[src/rtl/mdio_slv_pkg.sv]
package mdio_slv_pkg;

  localparam int OP_W = 2;

  typedef enum logic [2:0] {
    ST_IDLE,
    ST_START,
    ST_HDR,
    ST_TA_RD,
    ST_TA_WR,
    ST_RDATA,
    ST_WDATA
  } mdio_st_e;

  localparam logic [OP_W-1:0] OP_READ  = 2'b10;
  localparam logic [OP_W-1:0] OP_WRITE = 2'b01;

endpackage

[src/rtl/mdio_shift_acc.sv]
module mdio_shift_acc #(
  parameter int ACC_W  = 16,
  parameter int LOAD_W = 16
) (
  input  logic              clk,
  input  logic              rst,
  input  logic              clr,
  input  logic              shift,
  input  logic              load,
  input  logic              bit_in,
  input  logic [LOAD_W-1:0] load_val,
  output logic [ACC_W-1:0]  acc,
  output logic [ACC_W-1:0]  acc_nxt
);

  // Shifted view, used by the decode of the bit arriving in this cycle.
  assign acc_nxt = {acc[ACC_W-2:0], bit_in};

  always_ff @(posedge clk) begin
    if (rst || clr) begin
      acc <= '0;
    end else if (load) begin
      acc <= ACC_W'(load_val);
    end else if (shift) begin
      acc <= acc_nxt;
    end
  end

endmodule

[src/rtl/mdio_frame_fsm.sv]
module mdio_frame_fsm
  import mdio_slv_pkg::*;
#(
  parameter int HDR_W  = 12,
  parameter int DATA_W = 16,
  parameter int WR_TA  = 2,
  parameter int CNT_W  = 5
) (
  input  logic            clk,
  input  logic            rst,
  input  logic            wr_tick,
  input  logic            rd_tick,
  input  logic            bit_in,
  input  logic [OP_W-1:0] hdr_op,
  output mdio_st_e        st,
  output logic            acc_clr,
  output logic            acc_shift,
  output logic            acc_load,
  output logic            rd_fire,
  output logic            addr_save,
  output logic            wr_done,
  output logic            tx_en,
  output logic            tx_data
);

  mdio_st_e         st_n;
  logic [CNT_W-1:0] cnt, cnt_n;
  logic             last;

  assign last = (cnt == CNT_W'(1));

  always_comb begin
    st_n      = st;
    cnt_n     = cnt;
    acc_clr   = 1'b0;
    acc_shift = 1'b0;
    acc_load  = 1'b0;
    rd_fire   = 1'b0;
    addr_save = 1'b0;
    wr_done   = 1'b0;
    tx_en     = 1'b0;
    tx_data   = 1'b0;
    if (rd_tick) begin
      unique case (st)
        ST_TA_RD: begin
          tx_en = 1'b1;
          st_n  = ST_RDATA;
          cnt_n = CNT_W'(DATA_W);
        end
        ST_RDATA: begin
          tx_en     = 1'b1;
          tx_data   = 1'b1;
          acc_shift = 1'b1;
          cnt_n     = cnt - 1'b1;
          if (last) st_n = ST_IDLE;
        end
        default: begin
          st_n  = ST_IDLE;
          cnt_n = '0;
        end
      endcase
    end else if (wr_tick) begin
      unique case (st)
        ST_IDLE: begin
          if (!bit_in) st_n = ST_START;
        end
        ST_START: begin
          if (bit_in) begin
            st_n    = ST_HDR;
            cnt_n   = CNT_W'(HDR_W);
            acc_clr = 1'b1;
          end
        end
        ST_HDR: begin
          acc_shift = 1'b1;
          cnt_n     = cnt - 1'b1;
          if (last) begin
            if (hdr_op == OP_READ) begin
              rd_fire  = 1'b1;
              acc_load = 1'b1;
              st_n     = ST_TA_RD;
              cnt_n    = CNT_W'(1);
            end else if (hdr_op == OP_WRITE) begin
              addr_save = 1'b1;
              st_n      = ST_TA_WR;
              cnt_n     = CNT_W'(WR_TA);
            end else begin
              st_n  = ST_IDLE;
              cnt_n = '0;
            end
          end
        end
        ST_TA_WR: begin
          cnt_n = cnt - 1'b1;
          if (last) begin
            st_n  = ST_WDATA;
            cnt_n = CNT_W'(DATA_W);
          end
        end
        ST_WDATA: begin
          acc_shift = 1'b1;
          cnt_n     = cnt - 1'b1;
          if (last) begin
            wr_done = 1'b1;
            st_n    = ST_IDLE;
          end
        end
        default: begin
          // Master drove the line during a read phase: abandon the frame.
          st_n  = ST_IDLE;
          cnt_n = '0;
        end
      endcase
    end
  end

  always_ff @(posedge clk) begin
    if (rst) begin
      st  <= ST_IDLE;
      cnt <= '0;
    end else begin
      st  <= st_n;
      cnt <= cnt_n;
    end
  end

endmodule

[src/rtl/mdio_pin_drv.sv]
module mdio_pin_drv (
  input  logic clk,
  input  logic rst,
  input  logic tick,
  input  logic tx_en,
  input  logic tx_bit,
  output logic mdio_o,
  output logic mdio_oe
);

  // The line is updated only on a master edge; any edge without a bit
  // to present releases it.
  always_ff @(posedge clk) begin
    if (rst) begin
      mdio_o  <= 1'b0;
      mdio_oe <= 1'b0;
    end else if (tick) begin
      mdio_o  <= tx_en & tx_bit;
      mdio_oe <= tx_en;
    end
  end

endmodule

[src/rtl/mdio_mgmt_slave.sv]
module mdio_mgmt_slave
  import mdio_slv_pkg::*;
#(
  parameter int DATA_W = 16,
  parameter int PHY_AW = 5,
  parameter int REG_AW = 5,
  parameter int WR_TA  = 2
) (
  input  logic              clk,
  input  logic              rst,
  input  logic              mdc_wr_tick,
  input  logic              mdio_i,
  input  logic              mdc_rd_tick,
  output logic              mdio_o,
  output logic              mdio_oe,
  output logic              reg_rd_req,
  output logic [REG_AW-1:0] reg_rd_addr,
  input  logic [DATA_W-1:0] reg_rd_data,
  output logic              reg_wr_en,
  output logic [REG_AW-1:0] reg_wr_addr,
  output logic [DATA_W-1:0] reg_wr_data
);

  localparam int HDR_W = OP_W + PHY_AW + REG_AW;
  localparam int ACC_W = (HDR_W > DATA_W) ? HDR_W : DATA_W;
  localparam int CNT_W = $clog2(ACC_W + 1);

  mdio_st_e         fsm_st;
  logic             acc_clr, acc_shift, acc_load;
  logic             rd_fire, addr_save, wr_done;
  logic             tx_en, tx_data;
  logic [ACC_W-1:0] acc, acc_nxt;
  logic             tick_any;

  assign tick_any = mdc_wr_tick | mdc_rd_tick;

  mdio_frame_fsm #(
    .HDR_W (HDR_W),
    .DATA_W(DATA_W),
    .WR_TA (WR_TA),
    .CNT_W (CNT_W)
  ) i_fsm (
    .clk      (clk),
    .rst      (rst),
    .wr_tick  (mdc_wr_tick),
    .rd_tick  (mdc_rd_tick),
    .bit_in   (mdio_i),
    .hdr_op   (acc_nxt[HDR_W-1 -: OP_W]),
    .st       (fsm_st),
    .acc_clr  (acc_clr),
    .acc_shift(acc_shift),
    .acc_load (acc_load),
    .rd_fire  (rd_fire),
    .addr_save(addr_save),
    .wr_done  (wr_done),
    .tx_en    (tx_en),
    .tx_data  (tx_data)
  );

  mdio_shift_acc #(
    .ACC_W (ACC_W),
    .LOAD_W(DATA_W)
  ) i_acc (
    .clk     (clk),
    .rst     (rst),
    .clr     (acc_clr),
    .shift   (acc_shift),
    .load    (acc_load),
    .bit_in  (mdio_i),
    .load_val(reg_rd_data),
    .acc     (acc),
    .acc_nxt (acc_nxt)
  );

  mdio_pin_drv i_pin (
    .clk    (clk),
    .rst    (rst),
    .tick   (tick_any),
    .tx_en  (tx_en),
    .tx_bit (tx_data & acc[DATA_W-1]),
    .mdio_o (mdio_o),
    .mdio_oe(mdio_oe)
  );

  assign reg_rd_req  = rd_fire;
  assign reg_rd_addr = acc_nxt[REG_AW-1:0];

  always_ff @(posedge clk) begin
    if (rst) begin
      reg_wr_en   <= 1'b0;
      reg_wr_addr <= '0;
      reg_wr_data <= '0;
    end else begin
      reg_wr_en <= wr_done;
      if (addr_save) reg_wr_addr <= acc_nxt[REG_AW-1:0];
      if (wr_done)   reg_wr_data <= acc_nxt[DATA_W-1:0];
    end
  end

endmodule

[config.mk]
export PLATFORM = sky130hd
export DESIGN_NAME = mdio_mgmt_slave
export DESIGN_NICKNAME = d
export VERILOG_FILES = /design/src/rtl/mdio_slv_pkg.sv /design/src/rtl/mdio_shift_acc.sv /design/src/rtl/mdio_frame_fsm.sv /design/src/rtl/mdio_pin_drv.sv /design/src/rtl/mdio_mgmt_slave.sv
export SDC_FILE = /design/constraint.sdc
export NUM_CORES = 1
export LEC_CHECK = 0
export BUFFER_PORTS_ARGS = -buffer_cell sky130_fd_sc_hd__buf_4
export CAP_MARGIN = 10
export CORE_ASPECT_RATIO = 1.2
export CORE_UTILIZATION = 35
export DETAILED_ROUTE_END_ITERATION = 8
export HOLD_SLACK_MARGIN = 0.05
export PLACE_DENSITY = 0.64
export SETUP_SLACK_MARGIN = 0.2
export SLEW_MARGIN = 20
export SYNTH_ARGS = -nofsm -noshare
export SYNTH_HDL_FRONTEND = slang
export SYNTH_SLANG_ARGS = --single-unit
[constraint.sdc]
create_clock -name clk -period 3.9 [get_ports clk]
set_input_delay 0.195 -clock clk [delete_from_list [all_inputs] [get_ports clk]]
set_output_delay 0.195 -clock clk [all_outputs]
set_load 0.02 [all_outputs]
==> impl_metrics.py <==
metrics = {
    "placement": {
        "io_buffers": 50,
        "gp_congestion": 0.815,
        "placed_cell_area_um2": 2670,
        "dp_hpwl_um": 3710,
    },
    "route": {
        "drt_wl_total_um": 5270,
        "via_per_inst": 5.21,
        "wl_per_cell_um": 14.0,
        "drc": 0,
        "drt_pass1_iterations": 4,
        "antenna_left": 0,
        "vias": 1960,
        "drtIter0Drc": 136,
    },
    "timing": {
        "slew-limit-headroom_pct": 38.1,
        "skew_ns": 0.00903,
        "setup_viol": 0,
        "fin_crit_sh_pct": 65.8,
        "final_hold_viol_count": 0,
        "rsz0062_at_grt": "no",
        "tns_ns": 0,
        "tightest_slew_ns": 0.925,
        "fin_crit_ns": 2.57,
        "fmax_ghz": 0.390,
        "maxSlewViolCount": 0,
    },
    "setup_path": {
        "critPathMaxStageDelay_ns": 0.75,
        "worstSetupStartpointType": "register",
        "required_ns": 4.06,
        "path_cells": "and4b_1 -> a31oi_2 -> nor2_1 -> nand2_1 -> a21oi_1",
        "reg2regPathDepth": 5,
        "worstSetupEndpointType": "register",
        "criticalPathCategory": "register to register",
        "arrival_ns": 2.73,
        "crit_fanout": 18,
        "slowest_stage": "a31oi_2",
    },
    "cts": {
        "cts_sinks": 48,
        "cts_resized": 0,
        "cts.path.max_buffers": 2,
        "clk_pin_slew_worst_paths_ns": 0.09,
        "cts_tree": "built",
        "post_cts.repair.setup_buffers": 0,
        "cts-root-buf": "clkbuf_8",
        "hold_buffers": 0,
        "cts_inserted_buffers": 5,
        "insertion_delay_ns": 0.30,
        "htree_levels": 2,
    },
    "floorplan": {
        "core_um2": 6410,
        "dieArea_um2": 6920,
        "initial_core_util_pct": 36.0,
        "ioPinCount": 51,
        "rows": 32,
        "die_x_um": 76.1,
        "die_h_um": 90.9,
    },
    "synthesis": {
        "syn-mean-instance-area_um2": 9.08,
        "yosysTopAreaCell": "dfxtp_1",
        "yosysWarningCount": 0,
        "synth.distinct_cells": 54,
        "synthFlopType": "dfxtp_1",
        "ys_seq_elements": 48,
        "synth-edff-count": 0,
        "synth_top_area_share_pct": 41.6,
        "async_flop_share_pct": 0,
        "synth-seq-area-share_pct": 41.6,
        "yosysMostFrequentCell": "dfxtp_1",
        "synthCells": 254,
        "synth_area_leaders": "dfxtp_1, mux2i_1, nor2_1",
        "synth_common_cells": "dfxtp_1, nor2_1, mux2i_1, a21oi_1, nand2_1",
        "synth_fp_nets": 277,
        "syn_area_um2": 2310,
    },
    "global_routing": {
        "grt_pass1_vias": 1862,
        "grt_max_degree": 34,
        "grt_pass1_wl_um": 9070,
        "overflow": 0,
        "grt_antenna_before_repair": 0,
        "track_usage_pct": 16.0,
    },
    "cells_and_area": {
        "diodes": 0,
        "fin_area_um2": 2790,
        "syn_to_final_growth_pct": 20.8,
        "multi_input_area_um2": 1210,
        "nFillCells": 663,
        "nNetsFinal": 313,
        "drive_above_1_share_pct": 24.1,
        "seq_area_um2": 961,
    },
    "power_and_ir_drop": {
        "total_power_w": 0.00108,
        "ir_drop_mv": 0.271,
        "power_density_nw_per_um2": 388,
        "p_leak_nw": 1.13,
    },
    "job": {
        "maxCapViolations": 0,
    },
    "hold_path": {
        "hold_depth": 3,
        "hold_path.class": "primary input to register",
    },
    "run_status": {
        "outcome": "finished, final reports clean",
    },
}
power by group:
group	switching (W)	internal, W
logic	0.0000912	0.0000813
registers	0.0000367	0.000503
clock network	0.000175	0.000193
cells by family after synthesis:
kind of cell	Yosys count	synth area share (%)
multiplexers	27	11.8
XOR/XNOR	4	1.52
buffers and inverters	27	6.07
AND/OR/NAND/NOR	87	19.7
adder cells (fa/ha/maj)	3	1.57
flip-flops	48	41.6
AO/OA/AOI/OAI	58	17.7
worst max-delay path: cells and delay by family, from the launching register on:
kind / cells / cell delay (ns)
simple gates: 3 / 0.89
flops: 1 / 0.70
compound gates: 2 / 0.83
layer usage:
layer	part of all wire [%]	vias up	global-route usage (%)	routed length [um]
met5	0	-	0	0
met4	0.72	0	3.85	38
met3	3.9	4	3.32	205
met2	49	43	28.2	2590
met1	46	949	19.8	2440
li1	-	964	-	-
final timing paths:
kind,slack [ns],to,start
max,1.33,i_acc.acc[13],i_fsm.st[1]
min,0.14,i_acc.acc[14],reg_rd_data[14]
max reg2reg,1.33,i_acc.acc[13],i_fsm.st[1]
min reg2reg,0.49,i_acc.acc[5],i_acc.acc[4]
metrics by stage:
stage	hold slack [ns]	std cells	util (%)	setup slack [ns]
2_1_floorplan	0.331	254	-	2.05
3_3_place_gp	0.443	368	41.7	1.36
3_5_place_dp	0.441	368	41.7	1.37
4_1_cts	0.131	376	43.5	1.33
5_1_grt	0.146	376	43.5	1.07
6_report	0.136	376	43.5	1.33
flip-flops by register name, indices dropped and copies added (netlist names):
signal and flops:
i_acc.acc 16, reg_wr_data 16, i_fsm.cnt 5, reg_wr_addr 5, i_fsm.st 3, i_pin.mdio_o 1
i_pin.mdio_oe 1, reg_wr_en 1
cell type report:
cell class / count / share of cell area (%)
Timing Repair Buffer: 50 / 13.5
Tap cell: 85 / 3.82
Multi-Input combinational cell: 179 / 43.3
Clock inverter: 3 / 1.66
Clock buffer: 5 / 2.47
Sequential cell: 48 / 34.5
Inverter: 6 / 0.808
layout by cell type (no fill, tap or decap), types with 2 or more instances in the layout:
cell type	count
dfxtp_1	48
a31oi_1	3
nor2b_1	3
a21o_1	3
clkbuf_8	5
a21boi_0	2
o21ai_0	2
a22oi_1	13
xor2_1	2
nor3b_1	2
a2111oi_0	2
nand3b_1	2
inv_1	6
ha_1	2
mux2i_1	25
buf_4	50
nor3_1	9
xnor2_1	2
nand2_1	18
nor2_1	37
a21oi_1	20
nand2b_1	3
Note: power is estimated with default switching activity, not from simulation.
